[src/rtl/ack_poll_pkg.sv]
// Shared types for the acknowledge poller: engine operation codes and
// controller states. Assumes a 2-bit command field at the engine.
package ack_poll_pkg;
    typedef enum logic [1:0] {
        OP_NONE  = 2'b00,
        OP_START = 2'b01,
        OP_WRITE = 2'b10,
        OP_STOP  = 2'b11
    } eng_op_t;

    typedef enum logic [3:0] {
        S_IDLE,
        S_START_ISS,
        S_START_WT,
        S_ADDR_ISS,
        S_ADDR_WT,
        S_STOP_ISS,
        S_STOP_WT,
        S_DONE_OK,
        S_DONE_ERR
    } poll_state_t;
endpackage

[src/rtl/ack_poll_counter.sv]
// Probe counter: counts probes sent since the last clear and flags the
// configured limit. Assumes inc is never raised once the limit is reached.
module ack_poll_counter #(
    parameter int MAX_PROBES = 8,
    parameter int CNT_W      = $clog2(MAX_PROBES + 1)
) (
    input  logic             clk,
    input  logic             rst_n,
    input  logic             clr,
    input  logic             inc,
    output logic [CNT_W-1:0] cnt,
    output logic             at_limit
);
    localparam logic [CNT_W-1:0] LIMIT = CNT_W'(MAX_PROBES);

    // Count probes; clear has priority over increment.
    always_ff @(posedge clk) begin
        if (!rst_n)
            cnt <= '0;
        else if (clr)
            cnt <= '0;
        else if (inc && cnt != LIMIT)
            cnt <= cnt + 1'b1;
    end

    // Limit flag for the sequencer.
    always_comb at_limit = (cnt == LIMIT);
endmodule

[src/rtl/ack_poll_addr_latch.sv]
// Address latch and byte former: captures the device address on load and
// forms the control byte with the write direction bit at bit 0.
module ack_poll_addr_latch #(
    parameter int ADDR_W = 7
) (
    input  logic              clk,
    input  logic              rst_n,
    input  logic              load,
    input  logic [ADDR_W-1:0] addr_in,
    input  logic              send_sel,
    output logic [ADDR_W:0]   byte_out
);
    logic [ADDR_W-1:0] addr_q;

    // Hold the address of the current polling run.
    always_ff @(posedge clk) begin
        if (!rst_n)
            addr_q <= '0;
        else if (load)
            addr_q <= addr_in;
    end

    // Control byte only on a send command; zero otherwise.
    always_comb byte_out = send_sel ? {addr_q, 1'b0} : '0;
endmodule

[src/rtl/ack_poll_fsm.sv]
// Probe-loop sequencer: issues start / send / stop commands one at a time,
// waiting for the engine's done pulse after each. Assumes eng_nack is valid
// in the cycle eng_done is high.
module ack_poll_fsm
    import ack_poll_pkg::*;
(
    input  logic    clk,
    input  logic    rst_n,
    input  logic    go,
    input  logic    eng_done,
    input  logic    eng_nack,
    input  logic    at_limit,
    output logic    cmd_valid,
    output eng_op_t cmd_op,
    output logic    cnt_clr,
    output logic    cnt_inc,
    output logic    busy,
    output logic    ready,
    output logic    timeout_err
);
    poll_state_t st, nxt;
    logic        accept;

    // State register.
    always_ff @(posedge clk) begin
        if (!rst_n)
            st <= S_IDLE;
        else
            st <= nxt;
    end

    // Next-state logic of the probe loop.
    always_comb begin
        nxt = st;
        unique case (st)
            S_IDLE, S_DONE_OK, S_DONE_ERR: if (go) nxt = S_START_ISS;
            S_START_ISS: nxt = S_START_WT;
            S_START_WT:  if (eng_done) nxt = S_ADDR_ISS;
            S_ADDR_ISS:  nxt = S_ADDR_WT;
            S_ADDR_WT:   if (eng_done) nxt = eng_nack ? S_STOP_ISS : S_DONE_OK;
            S_STOP_ISS:  nxt = S_STOP_WT;
            S_STOP_WT:   if (eng_done) nxt = at_limit ? S_DONE_ERR : S_START_ISS;
            default:     nxt = S_IDLE;
        endcase
    end

    // Status and command decode from the current state.
    always_comb begin
        busy        = !(st == S_IDLE || st == S_DONE_OK || st == S_DONE_ERR);
        ready       = (st == S_DONE_OK);
        timeout_err = (st == S_DONE_ERR);
        accept      = go && !busy;
        cnt_clr     = accept;
        cnt_inc     = (st == S_ADDR_ISS);
        cmd_valid   = (st == S_START_ISS) || (st == S_ADDR_ISS) || (st == S_STOP_ISS);
        unique case (st)
            S_START_ISS: cmd_op = OP_START;
            S_ADDR_ISS:  cmd_op = OP_WRITE;
            S_STOP_ISS:  cmd_op = OP_STOP;
            default:     cmd_op = OP_NONE;
        endcase
    end
endmodule

[src/rtl/ack_poll_ctrl.sv]
// Top of the acknowledge poller: waits for a memory write cycle to end by
// probing the device address until it is acknowledged or a limit is hit.
// Assumes a byte engine that answers each command with a one-cycle done.
module ack_poll_ctrl
    import ack_poll_pkg::*;
#(
    parameter int ADDR_W     = 7,
    parameter int MAX_PROBES = 8,
    parameter int CNT_W      = $clog2(MAX_PROBES + 1)
) (
    input  logic              clk,
    input  logic              rst_n,
    input  logic              go,
    input  logic [ADDR_W-1:0] dev_addr,
    output logic              cmd_valid,
    output logic [1:0]        cmd_op,
    output logic [ADDR_W:0]   cmd_byte,
    input  logic              eng_done,
    input  logic              eng_nack,
    output logic              busy,
    output logic              ready,
    output logic              timeout_err,
    output logic [CNT_W-1:0]  probe_count
);
    eng_op_t op_w;
    logic    cnt_clr, cnt_inc, at_limit;

    ack_poll_fsm u_fsm (
        .clk(clk), .rst_n(rst_n), .go(go),
        .eng_done(eng_done), .eng_nack(eng_nack), .at_limit(at_limit),
        .cmd_valid(cmd_valid), .cmd_op(op_w),
        .cnt_clr(cnt_clr), .cnt_inc(cnt_inc),
        .busy(busy), .ready(ready), .timeout_err(timeout_err)
    );

    ack_poll_counter #(.MAX_PROBES(MAX_PROBES), .CNT_W(CNT_W)) u_cnt (
        .clk(clk), .rst_n(rst_n), .clr(cnt_clr), .inc(cnt_inc),
        .cnt(probe_count), .at_limit(at_limit)
    );

    ack_poll_addr_latch #(.ADDR_W(ADDR_W)) u_addr (
        .clk(clk), .rst_n(rst_n), .load(cnt_clr), .addr_in(dev_addr),
        .send_sel(op_w == OP_WRITE), .byte_out(cmd_byte)
    );

    // Operation code to the port.
    always_comb cmd_op = op_w;
endmodule

[config.mk]
export PLATFORM = sky130hd
export DESIGN_NAME = ack_poll_ctrl
export DESIGN_NICKNAME = d
export VERILOG_FILES = /design/src/rtl/ack_poll_pkg.sv /design/src/rtl/ack_poll_counter.sv /design/src/rtl/ack_poll_addr_latch.sv /design/src/rtl/ack_poll_fsm.sv /design/src/rtl/ack_poll_ctrl.sv
export SDC_FILE = /design/constraint.sdc
export NUM_CORES = 1
export LEC_CHECK = 0
export BUFFER_PORTS_ARGS = -buffer_cell sky130_fd_sc_hd__buf_4
export CAP_MARGIN = 20
export CORE_MARGIN = 4
export CORE_UTILIZATION = 44
export CTS_BUF_LIST = sky130_fd_sc_hd__clkbuf_4 sky130_fd_sc_hd__clkbuf_8 sky130_fd_sc_hd__clkbuf_16
export DETAILED_ROUTE_END_ITERATION = 10
export GPL_TIMING_DRIVEN = 1
export PLACE_DENSITY = 0.75
export SKIP_LAST_GASP = 1
export SLEW_MARGIN = 20
export SYNTH_ARGS = -nofsm -noshare
export SYNTH_HDL_FRONTEND = slang
export SYNTH_HIERARCHICAL = 1
export SYNTH_SLANG_ARGS = --single-unit
[constraint.sdc]
create_clock -name clk -period 1.5 [get_ports clk]
set_clock_uncertainty 0.1 [all_clocks]
set_input_delay 0.15 -clock clk [delete_from_list [all_inputs] [get_ports clk]]
set_output_delay 0.15 -clock clk [all_outputs]
set_load 0.01 [all_outputs]
== After elaboration in Yosys (flattened, before gate mapping) ==
Index checks and enable logic that the tools add are counted.
Word-level totals
  flip-flop bits (word level): 15
  output and inout bits: 18
  bits of input ports: 12
  word-level logic and storage cells: 40
Operators by class
  reduce and logical (&&, ||, !) cells: 11
  muxes and demuxes: 9
  equal/unequal tests: 15
  add/subtract/negate cells: 1
  bitwise gates (word level): 1
Operator list (number)
  $pmux W4 S7: 1
  $mux W4: 5
  $eq A4 B3 Y1 const B: 4
  $eq A4 B2 Y1 const B: 2
  $eq A4 B4 Y1 const B: 2
  $mux W8: 1
  $ne A2 B2 Y1 const B: 4
  $pmux W2 S3: 1
  $add A4 B1 Y4 const B: 1
  $eq A4 B1 Y1 const B: 1
  $logic_not A4 Y1: 1
  $logic_or A1 B1 Y1: 4
  $ne A4 B4 Y1 const B: 1
  $reduce_and A4 Y1: 1
  $reduce_or A3 Y1: 1
  $eq A2 B2 Y1 const B: 1
  $logic_and A1 B1 Y1: 2
  $mux W2: 1
  $reduce_or A2 Y1: 1
  $logic_not A1 Y1: 1
  $not A1 Y1: 1

== Depth between registers and ports, before layout ==
  word-level depth: 5
  mapped depth: 8
  depth with buffers taken out: 7

== Cells and area by module ==
Netlist, hierarchy kept.
By module, submodules not included
  ack_poll_fsm: area an instance 372.9 sq um, sequential area each 80.1 sq um, cells an instance 56, instances 1
  ack_poll_addr_latch: area an instance 320.3 sq um, sequential area each 140.1 sq um, cells an instance 31, instances 1
  ack_poll_counter: area an instance 217.7 sq um, sequential area each 80.1 sq um, cells an instance 25, instances 1
  ack_poll_ctrl: area an instance 13.8 sq um, sequential area each 0.0 sq um, cells an instance 1, instances 1

== Worst setup path before layout ==
Ideal clock, no wire load.
  path kind: register -> register
  start point: reg u_fsm.st[2]
  end point: reg u_addr.addr_q[0]
  stages on the path, launching flop included: 9
  arrival time: 1.491 ns
  path slack: -0.207 ns
  required time: 1.284 ns
  setup time: 0.116 ns
  period minus slack after synthesis: 1.707 ns
  path buffers: 2
  cells stage by stage: dfxtp_1 > clkbuf_1 > nand2_1 > nor2_1 > nor2_1 > nor2b_1 > buf_6 > mux2i_1 > nor2b_1
Between the ends
  cells in the longest elaborated chain, start to end: 4
  elaborated cells between the ends (all ways): 6
  classes of those cells: 2 x eq/ne; 4 x reduce/logical
RTL lines
  start: declaration: RTL line ack_poll_fsm.sv:21  | poll_state_t st, nxt;
  start signal: assignment: RTL line ack_poll_fsm.sv:29  | st <= nxt;
  $eq A4 B3 Y1
  named net ready: RTL line ack_poll_ctrl.sv:21  | output logic ready,
  $logic_or A1 B1 Y1 (2 in a row): RTL line ack_poll_fsm.sv:49  | busy = !(st == S_IDLE || st == S_DONE_OK || st == S_DONE_ERR);
  $logic_and A1 B1 Y1: RTL line ack_poll_fsm.sv:52  | accept = go && !busy;
  named net cnt_clr: RTL line ack_poll_ctrl.sv:26  | logic cnt_clr, cnt_inc, at_limit;
  end signal: assignment: RTL line ack_poll_addr_latch.sv:20  | addr_q <= addr_in;
  end: declaration: RTL line ack_poll_addr_latch.sv:13  | logic [ADDR_W-1:0] addr_q;
The timed path passes the listed nets, and every way through them passes these cells.
A chain may end at the register's enable or synchronous reset.

== Worst setup path in the final report ==
  start point: reg u_fsm.st[1]
  end point: out cmd_byte[1]
Between the ends
  cells in the longest elaborated chain, start to end: 4
  elaborated cells between the ends (all ways): 6
  classes of those cells: 4 x eq/ne; 2 x mux
RTL lines
  $eq A4 B3 Y1, or another cell as far along: RTL line ack_poll_fsm.sv:56  | unique case (st)
  $pmux W2 S3 (*): RTL line ack_poll_fsm.sv:56
  $eq A2 B2 Y1 (*): RTL line ack_poll_ctrl.sv:43  | .send_sel(op_w == OP_WRITE), .byte_out(cmd_byte)
  $mux W8 (*): RTL line ack_poll_addr_latch.sv:24  | always_comb byte_out = send_sel ? {addr_q, 1'b0} : '0;
  end: declaration: RTL line ack_poll_ctrl.sv:17  | output logic [ADDR_W:0] cmd_byte,
Mark *: on every way between the ends. The rest lies on a longest branch, timed or not.

==> impl_metrics.sql <==
INSERT INTO impl_metrics (metric_group, metric, value, unit) VALUES
('routing', 'final_antenna_net_count', '0', ''),
('pwr', 'cellLeakagePower', '0.6325', 'nW'),
('synthesis', 'synth_enable_flop_cells', '0', ''),
('timing', 'setup_total_negative_slack', '-2953', 'ps'),
('clock_network', 'cts-buffers-inserted', '3', ''),
('cells_and_area', 'insertedDiodeCount', '0', ''),
('worst_hold_path', 'hold_depth', '3', ''),
('synthesis', 'mappedNetlistNets', '127', ''),
('synthesis', 'synthDominantAreaCellType', 'sky130_fd_sc_hd__dfxtp_1', ''),
('cells_and_area', 'nFillCells', '139', ''),
('timing', 'timing.final.setup_violations', '23', ''),
('worst_hold_path', 'timing.hold.worst.class', 'in -> reg', ''),
('floorplanning', 'floorplan.initialDensity', '46.65', '%'),
('synthesis', 'yosysWarnings', '6', ''),
('clock_network', 'sink_count', '15', ''),
('routing', 'dr_total_vias', '998', ''),
('global_route', 'first_global_vias', '940', ''),
('routing', 'detail_route.vias_per_cell', '5.309', ''),
('cells_and_area', 'post_layout_nonfiller_instances', '188', ''),
('pwr', 'power_density_over_cell_area', '1209', 'mW/mm2'),
('worst_setup_path', 'worst_ep_required_time', '1250', 'ps'),
('worst_setup_path', 'internal_reg_to_reg_setup_slack', '-130', 'ps'),
('timing', 'finalHoldViolCount', '0', ''),
('synthesis', 'synthDistinctLibCells', '35', ''),
('global_route', 'grt_first_pass_wirelength', '4209', 'um'),
('cells_and_area', 'syn_to_final_growth', '63.33', '%'),
('floorplanning', 'floorplan.die.height', '53.84', 'um'),
('timing', 'achievable-frequency', '576.9', 'MHz'),
('routing', 'avgRoutedWirePerCell', '14.51', 'um'),
('synthesis', 'ys_seq_elements', '15', ''),
('cells_and_area', 'nNetsFinal', '176', ''),
('timing', 'postLayoutSetupSlackWorst', '-233.5', 'ps'),
('floorplanning', 'count_of_boundary_i_o_pins', '30', ''),
('synthesis', 'synthDominantCellAreaShare', '32.48', '%'),
('worst_setup_path', 'end_kind', 'output pin', ''),
('worst_setup_path', 'r2r_start', 'u_fsm/st[1]$_SDFFE_PN0P_', ''),
('worst_setup_path', 'cp_data_arrival_time', '1480', 'ps'),
('clock_network', 'cts.reportedPaths.clkPinSlew', '90', 'ps'),
('clock_network', 'post_cts_hold_buffer_count', '0', ''),
('global_route', 'global_route_congestion_overflow_total', '0', ''),
('synthesis', 'synth.avg_cell_area', '8.183', 'um2'),
('worst_setup_path', 'r2r.worst_path.cells', '8', ''),
('floorplanning', 'die-area', '0.002899', 'mm2'),
('routing', 'drc', '0', ''),
('worst_hold_path', 'timing.hold.worst.start', 'dev_addr[1]', ''),
('clock_network', 'clockBufferDepth', '2', ''),
('synthesis', 'synth_flop_cell', 'sky130_fd_sc_hd__dfxtp_1', ''),
('place', 'gp_congestion', '0.8138', ''),
('run_status', 'run_status', 'complete, but fails checks', ''),
('floorplanning', 'design.core.area', '0.001982', 'mm2'),
('synthesis', 'syn_inst', '113', ''),
('routing', 'routed_wl', '2727', 'um'),
('synthesis', 'post_synth_most_frequent_cells', 'sky130_fd_sc_hd__dfxtp_1 (15), sky130_fd_sc_hd__nor2b_1 (11), sky130_fd_sc_hd__nor2_1 (9)', ''),
('worst_setup_path', 'top_fanout_value_on_the_critical_path', '7', ''),
('worst_setup_path', 'worstSetupStartpointType', 'flop', ''),
('place', 'dp_hpwl', '1786', 'um'),
('synthesis', 'synth.yosys.seq_area_share', '32.48', '%'),
('clock_network', 'cts_tree', 'done', ''),
('clock_network', 'worst_skew_pair.late_latency', '280', 'ps'),
('clock_network', 'h-tree-depth', '1', ''),
('synthesis', 'cell_area_after_synthesis', '924.6', 'um2'),
('flow_run', 'reported_max_cap_violation_count', '0', ''),
('run_status', 'failed_checks', 'negative setup slack', ''),
('pwr', 'max-vdd-ir-drop', '0.001144', 'V'),
('worst_setup_path', 'setup.worst_path.class', 'reg -> out', ''),
('place', 'placed_cells_incl_taps', '177', ''),
('worst_setup_path', 'endpoint_of_the_lowest_slack_register_to_register_path', 'u_addr/addr_q[4]$_SDFFE_PN0P_', ''),
('synthesis', 'synthTopCellsByArea', 'sky130_fd_sc_hd__dfxtp_1 (32%), sky130_fd_sc_hd__mux2i_1 (7.6%), sky130_fd_sc_hd__nor2b_1 (7.4%)', ''),
('timing', 'finalMaxSlewViolations', '0', ''),
('timing', 'rsz_0062_raised_after_global_routing', 'true', ''),
('worst_hold_path', 'worst_hold_path.endpoint', 'u_addr/addr_q[1]$_SDFFE_PN0P_', '');
[routing by layer]
layer  global-route usage (%)  part of all wire (%)  up-vias
met2                    37.30                    56       31
met4                    7.660                  0.92        0
met1                    22.02                    39      480
li1                         -                     -      483
met3                    5.817                   4.1        4
met5                        0                     0        -
[flip-flops by register name, summed over array words and instances (netlist names)]
signal,count
u_addr/addr_q,7
u_fsm/st,4
u_cnt/cnt,4
[worst max-delay path: stages (launching register included)]
cell                      delay, ps
sky130_fd_sc_hd__dfxtp_4        360
sky130_fd_sc_hd__buf_6          120
sky130_fd_sc_hd__xnor2_2        130
sky130_fd_sc_hd__nor2_2         100
sky130_fd_sc_hd__nor2b_4        240
sky130_fd_sc_hd__and2_4         170
sky130_fd_sc_hd__buf_6           90
[cells by family (layout without fill, tap and decap cells)]
kind of cell               Yosys count  in the layout  share of synthesized area [%]
buffers and inverters               11             59                          6.224
other                                1              1                         0.4056
and+or+nand+nor                     53             53                          33.96
muxes                                7              7                          7.578
xor gates and xnor gates             2              2                          1.895
AOI/OAI and AO/OA                   22             22                          14.75
DFF                                 15             15                          32.48
adders and majority gates            2              2                          2.706
[cell usage in the layout, fill, tap and decap left out, types with 4 or more instances in the layout]
cell type                   n
sky130_fd_sc_hd__buf_6     11
sky130_fd_sc_hd__nor2_1     4
sky130_fd_sc_hd__o21ai_0    5
sky130_fd_sc_hd__nand2_1    5
sky130_fd_sc_hd__clkbuf_4   4
sky130_fd_sc_hd__and2_4     6
sky130_fd_sc_hd__mux2i_1    7
sky130_fd_sc_hd__nor2b_1   11
sky130_fd_sc_hd__buf_4     38
sky130_fd_sc_hd__a21oi_1    5
sky130_fd_sc_hd__dfxtp_1   12
[report_power, final]
part	internal (mW)	switching, mW	leakage [nW]
Clock	0.121	0.124	0.0184
Sequential	0.466	0.0467	0.124
Combinational	0.548	0.520	0.490
Total	1.14	0.690	0.632
[final cells by class]
cell class	instances	area [um2]	area share [%]
Sequential cell	15	309.0	20.46
Inverter	5	18.77	1.243
Tap cell	27	33.78	2.237
Timing Repair Buffer	50	429.2	28.42
Clock buffer	4	30.03	1.988
Multi-Input combinational cell	87	689.4	45.65
[repair_timing]
action	4_1_cts	5_1_grt
setup buffers	6	2
resized for setup	23	12
setup endpoints to repair	25	26
pin swaps	11	7
[metrics by stage]
step	setup WS (ps)	cell area (um2)	power (mW)	hold slack (ps)	util, %
floorplan	-0.5375	993.5	1.089	178.2	-
global placement	-17.63	1300	1.343	313.0	65.59
detailed placement	-65.36	1300	1.371	316.4	65.59
CTS	-237.1	1448	1.726	15.44	73.04
global route	-336.6	1510	1.927	34.65	76.20
finish	-233.5	1510	1.826	24.83	76.20
[worst max path at each step]
stage	start	endpoint	slack (ps)	cells past startpoint
finish	u_fsm/st[1]$_SDFFE_PN0P_	cmd_byte[1]	-230	6
floorplan	u_fsm/st[2]$_SDFFE_PN0P_	cmd_byte[1]	-0.5	6
global route	u_fsm/st[1]$_SDFFE_PN0P_	cmd_byte[1]	-340	6
CTS	u_fsm/st[1]$_SDFFE_PN0P_	cmd_byte[2]	-240	6
global placement	u_fsm/st[1]$_SDFFE_PN0P_	u_fsm/st[2]$_SDFFE_PN0P_	-20	5
detailed placement	u_fsm/st[1]$_SDFFE_PN0P_	cmd_byte[3]	-70	6
Power figures use the tool's default switching activity.
